$ cat config.mk
export PLATFORM = sky130hd
export DESIGN_NAME = casc_pulse_timer
export DESIGN_NICKNAME = d
export VERILOG_FILES = /design/src/rtl/casc_pkg.sv /design/src/rtl/casc_chan.sv /design/src/rtl/casc_flags.sv /design/src/rtl/casc_irq.sv /design/src/rtl/casc_pulse_timer.sv
export SDC_FILE = /design/constraint.sdc
export NUM_CORES = 1
export LEC_CHECK = 0
export ABC_AREA = 1
export BUFFER_PORTS_ARGS = -buffer_cell sky130_fd_sc_hd__buf_2
export CAP_MARGIN = 40
export CORE_UTILIZATION = 47
export CTS_BUF_LIST = sky130_fd_sc_hd__clkbuf_4 sky130_fd_sc_hd__clkbuf_8 sky130_fd_sc_hd__clkbuf_16
export DETAILED_ROUTE_END_ITERATION = 7
export GPL_TIMING_DRIVEN = 1
export HOLD_SLACK_MARGIN = 0.12
export MAX_ROUTING_LAYER = met4
export PLACE_DENSITY = 0.76
export SETUP_SLACK_MARGIN = 0.2
export SYNTH_ARGS = -nofsm -noshare
export SYNTH_HDL_FRONTEND = slang
export SYNTH_SLANG_ARGS = --single-unit
$ cat constraint.sdc
create_clock -name clk_i -period 1.7 [get_ports clk_i]
set_clock_uncertainty 0.1 [all_clocks]
set_input_delay 0.17 -clock clk_i [delete_from_list [all_inputs] [get_ports clk_i]]
set_output_delay 0.17 -clock clk_i [all_outputs]
set_load 0.01 [all_outputs]
$ cat src/rtl/casc_pkg.sv
package casc_pkg;
  typedef enum logic {MODE_SPLIT = 1'b0, MODE_CHAIN = 1'b1} mode_e;
  localparam int NCH = 2;
endpackage

$ cat src/rtl/casc_chan.sv
module casc_chan #(
  parameter int CW = 8
) (
  input  logic          clk_i,
  input  logic          rst_ni,
  input  logic          run_i,
  input  logic          dec_i,
  input  logic          load_i,
  input  logic [CW-1:0] lo_rld_i,
  input  logic [CW-1:0] hi_rld_i,
  output logic          zero_o,
  output logic          ph_o
);
  logic [CW-1:0] cnt_q;
  logic          ph_q;

  always_ff @(posedge clk_i or negedge rst_ni) begin
    if (!rst_ni) begin
      cnt_q <= '0;
      ph_q  <= 1'b0;
    end else if (!run_i) begin
      cnt_q <= lo_rld_i;
      ph_q  <= 1'b0;
    end else if (load_i) begin
      ph_q  <= ~ph_q;
      cnt_q <= ph_q ? lo_rld_i : hi_rld_i;
    end else if (dec_i) begin
      cnt_q <= cnt_q - 1'b1;  // wraps to all ones in chained low half
    end
  end

  assign zero_o = (cnt_q == '0);
  assign ph_o   = ph_q;
endmodule

$ cat src/rtl/casc_flags.sv
module casc_flags #(
  parameter int N = 2
) (
  input  logic         clk_i,
  input  logic         rst_ni,
  input  logic [N-1:0] set_i,
  input  logic [N-1:0] clr_i,
  output logic [N-1:0] flag_o
);
  logic [N-1:0] flag_q;

  always_ff @(posedge clk_i or negedge rst_ni) begin
    if (!rst_ni) flag_q <= '0;
    else         flag_q <= (flag_q & ~clr_i) | set_i;  // set wins
  end

  assign flag_o = flag_q;
endmodule

$ cat src/rtl/casc_irq.sv
module casc_irq #(
  parameter int N = 2
) (
  input  logic         chain_i,
  input  logic [N-1:0] flag_i,
  input  logic [N-1:0] en_i,
  output logic         irq_o
);
  always_comb begin
    if (chain_i) irq_o = (|flag_i) & (|en_i);
    else         irq_o = |(flag_i & en_i);
  end
endmodule

$ cat src/rtl/casc_pulse_timer.sv
module casc_pulse_timer
  import casc_pkg::*;
#(
  parameter int CW = 8
) (
  input  logic                    clk_i,
  input  logic                    rst_ni,
  input  logic                    chain_i,
  input  logic [NCH-1:0]          run_i,
  input  logic [NCH-1:0][CW-1:0]  lo_rld_i,
  input  logic [NCH-1:0][CW-1:0]  hi_rld_i,
  input  logic [NCH-1:0]          clr_i,
  input  logic [NCH-1:0]          irq_en_i,
  output logic [NCH-1:0]          pulse_o,
  output logic [NCH-1:0]          flag_o,
  output logic                    irq_o
);
  mode_e          mode;
  logic [NCH-1:0] run_c, dec_c, load_c, zero_c, ph_c, uf_c;

  assign mode = chain_i ? MODE_CHAIN : MODE_SPLIT;

  always_comb begin
    if (mode == MODE_CHAIN) begin
      run_c  = {NCH{run_i[0]}};
      dec_c  = {zero_c[0], 1'b1};           // high half steps on low wrap
      load_c = {NCH{&zero_c}};
    end else begin
      run_c  = run_i;
      dec_c  = '1;
      load_c = zero_c;
    end
  end

  for (genvar g = 0; g < NCH; g++) begin : g_ch
    casc_chan #(.CW(CW)) u_chan (
      .clk_i    (clk_i),
      .rst_ni   (rst_ni),
      .run_i    (run_c[g]),
      .dec_i    (dec_c[g]),
      .load_i   (load_c[g]),
      .lo_rld_i (lo_rld_i[g]),
      .hi_rld_i (hi_rld_i[g]),
      .zero_o   (zero_c[g]),
      .ph_o     (ph_c[g])
    );
  end

  assign uf_c    = run_c & load_c;
  assign pulse_o = ph_c;

  casc_flags #(.N(NCH)) u_flags (
    .clk_i  (clk_i),
    .rst_ni (rst_ni),
    .set_i  (uf_c),
    .clr_i  (clr_i),
    .flag_o (flag_o)
  );

  casc_irq #(.N(NCH)) u_irq (
    .chain_i (mode == MODE_CHAIN),
    .flag_i  (flag_o),
    .en_i    (irq_en_i),
    .irq_o   (irq_o)
  );
endmodule

# [Word level (Yosys, flattened, before mapping)]
# Cells that the tools add are included.
[op_classes] add_sub_neg=2 eq_ne=4 mux=17 bitwise_logic=8 n_reduce_logical=6
[ops] cell="$mux W8" n=8
[ops] cell="$logic_not A8 Y1" n=2
[ops] cell="$sub A8 B1 Y8 const B" n=2
[ops] cell="$and A2 B2 Y2" n=3
[ops] cell="$mux W1" n=6
[ops] cell="$mux W2" n=3
[ops] cell="$ne A3 B1 Y1 const B" n=2
[ops] cell="$reduce_or A2 Y1" n=3
[ops] cell="$ne A2 B1 Y1 const B" n=2
[ops] cell="$not A1 Y1" n=2
[ops] cell="$not A2 Y2" n=1
[ops] cell="$or A2 B2 Y2" n=1
[ops] cell="$reduce_and A2 Y1" n=1
[ops] cell="$and A1 B1 Y1" n=1
[totals] reg_bits=20 inputBits=41 out_inout_bits=5 elab_cells=42

# [Longest topological paths before layout]
# Gate-level depths: netlist (run 1).
[depth] depth_word=5 depth_mapped=11 mapped_depth_nobuf=11

# [By module]
# A second synthesis (run 1) with hierarchy kept.
[unflattened] hier_cells=289 hier_area_um2=1878.1
[modules_own_cells] module="casc_chan" instances=2 cells_per_inst=126 area_per_inst_um2=845.8 seq_area_each_um2=225.2
[modules_own_cells] module="casc_flags" instances=1 cells_per_inst=10 area_per_inst_um2=80.1 seq_area_each_um2=50.0
[modules_own_cells] module="casc_pulse_timer" instances=1 cells_per_inst=18 area_per_inst_um2=72.6 seq_area_each_um2=0.0
[modules_own_cells] module="casc_irq" instances=1 cells_per_inst=9 area_per_inst_um2=33.8 seq_area_each_um2=0.0

# [Worst setup path after synthesis (run 1)]
# OpenSTA, ideal clock, no wires.
[synth_timing] kind="reg2reg" from="register g_ch[0].u_chan.cnt_q[0]" to="register g_ch[1].u_chan.cnt_q[7]" setup_ps=116 arrival_ps=1363 required_time_ps=1484 slack_ps=120 stages_incl_launch_ff=10 path_buffers=0 synth_period_minus_slack_ps=1580 path_cell_list="dfrtp_1 -> inv_1 -> ha_1 -> nand2_1 -> o21ai_4 -> nand3_1 -> nand2_1 -> nand2_1 -> nand2_1 -> nand2_1"
[synth_via] elab_chain_cells=5 word_cells_on_any_way=7 cone_classes="eq/ne (1); mux (4); reduce/logical (2)"
[synth_rtl] element="start: declaration" line_no="casc_chan.sv:14" source="logic [CW-1:0] cnt_q;"
[synth_rtl] element="start signal: assignment" line_no="casc_chan.sv:22" source="cnt_q <= lo_rld_i;"
[synth_rtl] element="start signal: assignment" line_no="casc_chan.sv:26" source="cnt_q <= ph_q ? lo_rld_i : hi_rld_i;"
[synth_rtl] element="start signal: assignment" line_no="casc_chan.sv:28" source="cnt_q <= cnt_q - 1'b1;"
[synth_rtl] element="$logic_not A8 Y1 (*)" line_no="casc_chan.sv:32" source="assign zero_o = (cnt_q == '0);"
[synth_rtl] element="$reduce_and A2 Y1" line_no="casc_pulse_timer.sv:27" source="load_c = {NCH{&zero_c}};"
[synth_rtl] element="$mux W2" line_no="casc_pulse_timer.sv:24" source="if (mode == MODE_CHAIN) begin"
[synth_rtl] element="$mux W8" line_no="casc_chan.sv:24" source="end else if (load_i) begin"
[synth_rtl] element="$mux W8" line_no="casc_chan.sv:21" source="end else if (!run_i) begin"
[synth_rtl] element="end signal: assignment" line_no="casc_chan.sv:22"
[synth_rtl] element="end signal: assignment" line_no="casc_chan.sv:26"
[synth_rtl] element="end signal: assignment" line_no="casc_chan.sv:28"
[synth_rtl] element="end: declaration" line_no="casc_chan.sv:14"
# Every way passes the cells marked *; elsewhere a longest branch is shown, timed or not.
# A chain may end at the register's enable or synchronous reset.

# [Final worst setup path (run 1)]
[layout_timing] from="register g_ch[1].u_chan.cnt_q[1]" to="register g_ch[0].u_chan.cnt_q[4]"
[layout_via] elab_chain_cells=5 word_cells_on_any_way=6 cone_classes="eq/ne (1); mux (3); reduce/logical (2)"
[layout_rtl] element="$logic_not A8 Y1 (*)" line_no="casc_chan.sv:32"
[layout_rtl] element="$reduce_and A2 Y1 (*)" line_no="casc_pulse_timer.sv:27"
[layout_rtl] element="$mux W2 (*)" line_no="casc_pulse_timer.sv:24"
[layout_rtl] element="$mux W8" line_no="casc_chan.sv:24"
[layout_rtl] element="$mux W8" line_no="casc_chan.sv:21"
# Marked as above.

==> results of run 1 <==
-- area by class of cell --
| type | count | area (um2) |
|---|---|---|
| repair buffers | 84 | 583 |
| multi-input cells | 195 | 1090 |
| clock buffers | 4 | 36.3 |
| inverters | 30 | 115 |
| fillers | 306 | 978 |
| well taps | 46 | 57.6 |
| flip-flops and latches | 20 | 502 |
-- worst register-to-register path: cells and delay by family, from the launching register on --
kind | cells | cell delay, ps
and+or+nand+nor | 3 | 300
buffers and inverters | 1 | 90
adders and majority gates | 1 | 170
AOI/OAI and AO/OA | 2 | 420
DFF | 1 | 400
-- per-layer routing --
layer,GRT usage,up-vias,routed length (um)
li1,-,970,-
met1,0.267,813,1740
met2,0.469,57,2250
met3,0.0420,7,197
met4,0.0921,0,59
met5,-,-,0
-- power by group --
part / internal, uW / switching [uW] / leakage (uW)
Clock: 131 / 154 / 0.0000210
Sequential: 534 / 45.9 / 0.000242
Combinational: 280 / 309 / 0.00100
-- worst max-delay path by stage --
stage / startpoint / to / slack (ps) / cells after the start
2_1_floorplan: g_ch[0].u_chan.cnt_q[1] / g_ch[1].u_chan.cnt_q[0] / 210 / 9
3_3_place_gp: g_ch[1].u_chan.cnt_q[0] / g_ch[0].u_chan.cnt_q[4] / -6 / 7
3_5_place_dp: g_ch[1].u_chan.cnt_q[0] / g_ch[0].u_chan.cnt_q[4] / 0.5 / 7
4_1_cts: g_ch[1].u_chan.cnt_q[0] / g_ch[1].u_chan.cnt_q[2] / 140 / 10
5_1_grt: g_ch[1].u_chan.cnt_q[1] / g_ch[0].u_chan.cnt_q[5] / 60 / 9
6_report: g_ch[1].u_chan.cnt_q[1] / g_ch[0].u_chan.cnt_q[4] / 130 / 7
-- through the flow --
step	worst slack (ps)	power [uW]	std cells	util
after floorplan	212	904	252	-
after global placement	-6.07	1040	342	0.592
after detailed placement	0.490	1050	342	0.592
after CTS	138	1420	375	0.699
after global routing	64.3	1550	379	0.709
final	131	1450	379	0.709
-- state kept, by name, summed over array words and instances, names as in the netlist --
name	count
g_ch.u_chan.ph_o	2
g_ch.u_chan.cnt_q	16
u_flags.flag_o	2
-- kinds of logic (layout without fill, tap and decap cells) --
family,Yosys count,count (layout),synth area share
AO/OA/AOI/OAI,18,18,0.0689
XOR/XNOR,9,9,0.0472
adder cells (fa/ha/maj),2,2,0.0150
buffers and inverters,38,118,0.0989
flip-flops,20,20,0.300
multiplexers,4,4,0.0240
AND/OR/NAND/NOR,161,162,0.446
-- Yosys cell counts (2+ instances only) --
master    number  share of area
nand2_1       93           0.21
buf_4          3          0.013
nor2_1        15          0.034
nand3b_1       4          0.018
nand2_2        4          0.015
xnor2_1        2          0.010
o21ai_0        5          0.015
nand3_1       26          0.078
xor2_1         7          0.037
a21oi_1        2         0.0060
inv_1         25          0.056
dfrtp_1       20           0.30
nand3_2        4          0.024
ha_1           2          0.015
inv_2          4         0.0090
mux2i_1        4          0.024
o21ai_4        2          0.019
o21ai_1        8          0.024
nand4_1       10          0.037
buf_2          3         0.0090
-- repair_timing --
action | 4_1_cts | 5_1_grt
pin swaps | 22 | 17
hold endpoints to repair | 33 | 0
setup endpoints to repair | 19 | 21
resized for setup | 21 | 3
hold buffers | 17 | 0
setup buffers | 11 | 4
gates cloned | 1 | 0
==> run_results.csv, run 1 <==
group,metric,value,unit
cells_and_area,drive_above_1_share,0.327,
routing,vias,1847,
clock_network,cts_tree,"done",
yosys,postSynthCellCount,252,
worst_setup_path,critPathKind,"reg -> reg",
yosys,synth_cell_types,29,
sta,fin_crit_sh,0.923,
cells_and_area,area_growth,42.8,%
hold_path,worstHoldStart,"hi_rld_i[0]",
floorplan,die_w,61.6,um
place,port-buffer-count,45,
clock_network,clock_latency,310,ps
sta,slew_violations,0,
yosys,synth_nets,295,
sta,timing_hold_violations_final,0,
place,dp_hpwl,2890,um
routing,via_per_inst,4.87,
sta,min_period,1570,ps
routing,drtIter0Drc,114,
worst_setup_path,path_cells,"inv_2 > ha_4 > nand3_4 > o21ai_4 > nand3_2 > o21bai_1 > nor2_1",
global_route,gr-total-overflow,0,
yosys,syn_area,0.00167,mm2
worst_setup_path,critical_path.top_delay_family,"compound AO/OA/AOI/OAI gates",
worst_setup_path,slowest_delay,400,ps
clock_network,cts_max_path_buffers,2,
sta,rsz0062_at_grt,"true",
sta,fmax,637,MHz
cells_and_area,insertedDiodeCount,0,
yosys,async_flop_share,1.00,
routing,drtPass1Iterations,4,
sta,worst_slew_pin_slew,437,ps
pwr,powerDensity,609,mW/mm2
routing,route.antenna.remaining_nets,0,
sta,slew_headroom,0.709,
yosys,ys_seq_area_frac,0.300,
worst_setup_path,reg2reg_depth,7,
floorplan,row_count,21,
clock_network,cts_root_buf,"clkbuf_4",
global_route,grt_pass1_wl,6860,um
pwr,ir_worst_vdd,0.000365,V
flow_run,cap_violations,0,
worst_setup_path,worst_setup_path_end_kind,"flop",
yosys,ys.flop_type,"dfrtp_1",
cells_and_area,final_cell_mix,"nand2_1 (90), buf_2 (45), nand3_1 (24), dfrtp_1 (19), inv_1 (18)",
global_route,grt_use_total,0.253,
floorplan,placeableCoreArea,0.00336,mm2
yosys,yosysWarnings,0,
cells_and_area,stdcell_area,0.00238,mm2
floorplan,die_y,61.6,um
worst_setup_path,path_max_fanout,4,
routing,wl_per_cell,11.2,um
yosys,avgSynthCellArea,6.63,um2
cells_and_area,final_common_cell,"nand2_1",
global_route,grt_max_degree,23,
floorplan,ioPinCount,46,
floorplan,start_util,0.497,
yosys,synth-edff-count,0,
worst_setup_path,required,1810,ps
global_route,antenna_found_initial,0,
global_route,grt_pass1_vias,1689,
worst_setup_path,cp_data_arrival_time,1680,ps
sta,setup_tns,0,ps
status,outcome,"completed",
worst_setup_path,r2r-end,"g_ch[0].u_chan.cnt_q[4]",
worst_setup_path,rrSetupSlack,130,ps
cells_and_area,fin_nets,377,
worst_setup_path,crit_buf_inv,1,
floorplan,die_area,0.00380,mm2
sta,holdWs,121,ps
worst_setup_path,cpMaxStageDelayCell,"dfrtp_1",
sta,setup_viol,0,
clock_network,cts_made_buffers,3,
hold_path,hold_end,"g_ch[0].u_chan.cnt_q[0]",
clock_network,clock_sink_count,20,
hold_path,hold_class,"in -> reg",
clock_network,clkTransAtPathRegs,110,ps
worst_setup_path,worstSetupStartpointType,"flop",
routing,drc,0,
routing,wirelength,4250,um
hold_path,holdPathStages,5,
pwr,leakagePower,0.00126,uW
worst_setup_path,r2r_start,"g_ch[1].u_chan.cnt_q[1]",
clock_network,htreeDepth,1,
yosys,synth-seq-cells,20,
place,place.gp.congestion,0.891,
place,placed_cell_area,0.00199,mm2
(Power assumes the default switching activity.)
==> run 2, diff against run 1 <==
--- a/config.mk
+++ b/config.mk
@@ -6,15 +6,18 @@
 export NUM_CORES = 1
 export LEC_CHECK = 0
 export ABC_AREA = 1
-export BUFFER_PORTS_ARGS = -buffer_cell sky130_fd_sc_hd__buf_2
+export BUFFER_PORTS_ARGS = -buffer_cell sky130_fd_sc_hd__buf_4
 export CAP_MARGIN = 40
-export CORE_UTILIZATION = 47
+export CELL_PAD_IN_SITES_DETAIL_PLACEMENT = 1
+export CELL_PAD_IN_SITES_GLOBAL_PLACEMENT = 2
+export CORE_UTILIZATION = 25
 export CTS_BUF_LIST = sky130_fd_sc_hd__clkbuf_4 sky130_fd_sc_hd__clkbuf_8 sky130_fd_sc_hd__clkbuf_16
 export DETAILED_ROUTE_END_ITERATION = 7
 export GPL_TIMING_DRIVEN = 1
 export HOLD_SLACK_MARGIN = 0.12
 export MAX_ROUTING_LAYER = met4
-export PLACE_DENSITY = 0.76
+export PLACE_DENSITY_LB_ADDON = 0.1
+export REMOVE_ABC_BUFFERS = 1
 export SETUP_SLACK_MARGIN = 0.2
 export SYNTH_ARGS = -nofsm -noshare
 export SYNTH_HDL_FRONTEND = slang
==> run 2 against run 1 <==
Global-route usage down 7.6 points. Sequential share of layout area is 2.0 points lower. Via count rose by 3.3%. Sequential power increased by 2%. Cell count rose by 10%. Utilization shrank 30 points. Clock power grew 13%. Critical path depth grew 2. Combinational power increased by 11%. Die area grew 85%. Power rose by 8.0%. Largest power group unchanged.
==> run_results.csv, run 2 (synthesized netlist as in run 1, its figures left out) <==
group,metric,value,unit
place,port-buffer-count,45,
pwr,ir_worst_vdd,0.000430,V
pwr,powerDensity,597,mW/mm2
worst_setup_path,rrSetupSlack,120,ps
worst_setup_path,worstSetupStartpointType,"flop",
cells_and_area,largest_reg_flops,16,
place,place.gp.congestion,0.746,
pwr,p_switching,549,uW
cells_and_area,fillers,807,
cells_and_area,drive_above_1_share,0.371,
sta,fmax,631,MHz
global_route,gr-total-overflow,0,
sta,setup_viol,0,
cells_and_area,stdcell_area,0.00263,mm2
pwr,leakagePower,0.00137,uW
worst_setup_path,crit_end,"g_ch[0].u_chan.cnt_q[5]",
global_route,grt_pass1_wl,9730,um
routing,vias,1908,
clock_network,clock_sink_count,20,
worst_setup_path,r2r-end,"g_ch[0].u_chan.cnt_q[5]",
worst_setup_path,reg2reg_depth,9,
sta,holdWs,122,ps
routing,via_per_inst,4.58,
place,placed_cell_area,0.00222,mm2
clock_network,cts_max_path_buffers,2,
floorplan,row_count,29,
global_route,grt_use_total,0.177,
sta,slew_violations,0,
cells_and_area,finalNonFillerCells,417,
status,outcome,"completed",
sta,slew_headroom,0.717,
pwr,p_int,1020,uW
cells_and_area,area_growth,57.3,%
routing,drc,0,
pwr,p_sw_frac,0.350,
global_route,grt_max_degree,21,
hold_path,hold_class,"in -> reg",
cells_and_area,insertedDiodeCount,0,
pwr,power_frac_clock,0.205,
pwr,power_frac_seq,0.377,
cells_and_area,final_common_cell,"nand2_1",
sta,worst_slew_pin_slew,423,ps
floorplan,die_area,0.00701,mm2
worst_setup_path,required,1750,ps
sta,fin_crit_sh,0.932,
cells_and_area,largest-register,"g_ch.u_chan.cnt_q",
routing,wl_per_cell,13.9,um
global_route,grt_pass1_vias,2012,
worst_setup_path,critPathKind,"reg -> reg",
floorplan,ioPinCount,46,
sta,timing_hold_violations_final,0,
global_route,antenna_found_initial,0,
clock_network,htreeDepth,1,
pwr,combinationalPowerShare,0.418,
routing,drtPass1Iterations,4,
floorplan,start_util,0.262,
floorplan,die_y,83.7,um
cells_and_area,final_cell_mix,"nand2_1 (88), buf_4 (71), nand3_1 (25), dfrtp_1 (20), inv_1 (19)",
routing,drtIter0Drc,81,
floorplan,die_w,83.7,um
clock_network,cts_made_buffers,3,
cells_and_area,fin_nets,385,
pwr,power,1570,uW
floorplan,placeableCoreArea,0.00639,mm2
sta,setup_tns,0,ps
clock_network,clkTransAtPathRegs,80,ps
place,dp_hpwl,4250,um
clock_network,cts_root_buf,"clkbuf_8",
worst_setup_path,r2r_start,"g_ch[1].u_chan.cnt_q[0]",
flow_run,cap_violations,0,
sta,rsz0062_at_grt,"true",
routing,wirelength,5780,um
place,dp.cells,388,
worst_setup_path,path_max_fanout,8,
sta,min_period,1580,ps
worst_setup_path,critPathLaunch,"g_ch[1].u_chan.cnt_q[0]",
clock_network,cts_tree,"done",
worst_setup_path,cp_data_arrival_time,1640,ps
worst_setup_path,worst_setup_path_end_kind,"flop",
routing,route.antenna.remaining_nets,0,
clock_network,clock_latency,260,ps
## run 2: cell count changes in the layout (fill, tap and decap cells not counted), moves of 3 or more
cell / delta
dlygate4sd3_1: -6
buf_6: +5
buf_4: +55
nor2_1: -3
clkbuf_4: -3
buf_2: -45
## run 2: how the worst min path moves through the flow
stage / endpoint / startpoint / slack (ps) / cells after the start
2_1_floorplan: g_ch[0].u_chan.cnt_q[0] / rst_ni / -230 / 0
3_3_place_gp: g_ch[1].u_chan.cnt_q[2] / rst_ni / -10 / 1
3_5_place_dp: g_ch[1].u_chan.cnt_q[0] / rst_ni / -20 / 1
4_1_cts: g_ch[0].u_chan.cnt_q[5] / run_i[0] / 100 / 3
5_1_grt: g_ch[1].u_chan.cnt_q[2] / lo_rld_i[10] / 120 / 5
6_report: g_ch[1].u_chan.cnt_q[2] / lo_rld_i[10] / 120 / 5
## run 2: layer usage
layer,GRT usage,routed length [um]
met1,0.252,3060
met2,0.275,2570
met3,0.0257,130
met4,0.0231,26
met5,-,0
## run 2: power by group through the flow
stage / clock network (uW) / registers [uW] / logic (uW)
floorplan: 0 / 582 / 285
global placement: 0 / 593 / 530
detailed placement: 0 / 593 / 529
CTS: 335 / 589 / 635
global route: 356 / 601 / 728
finish: 321 / 593 / 656
## run 2: metrics by stage
step	worst slack, ps	util
after floorplan	109	-
after global placement	-21.6	0.347
after detailed placement	-31.3	0.347
after CTS	156	0.403
after global routing	33.5	0.411
final	116	0.411
## run 2: cell type report
class / instances / area, um2 / area share
Inverter: 30 / 113 / 0.0429
Clock buffer: 3 / 41.3 / 0.0157
Tap cell: 77 / 96.3 / 0.0367
Sequential cell: 20 / 500 / 0.190
Timing Repair Buffer: 93 / 767 / 0.292
Multi-Input combinational cell: 194 / 1110 / 0.422
## run 2: what timing repair did
item,CTS,global route
setup endpoints to repair,20,19
hold buffers,10,1
hold endpoints to repair,29,1
resized for setup,33,8
pin swaps,14,4
setup buffers,13,2
## run 2: worst max-delay path, stage by stage (launching register included)
cell and delay (ps):
dfrtp_1 390, inv_2 80, ha_4 150, nand3_4 110
o21ai_4 290, nand2_4 130, nand2_1 80, nand2_1 50
nand2_1 50, nand2_1 40
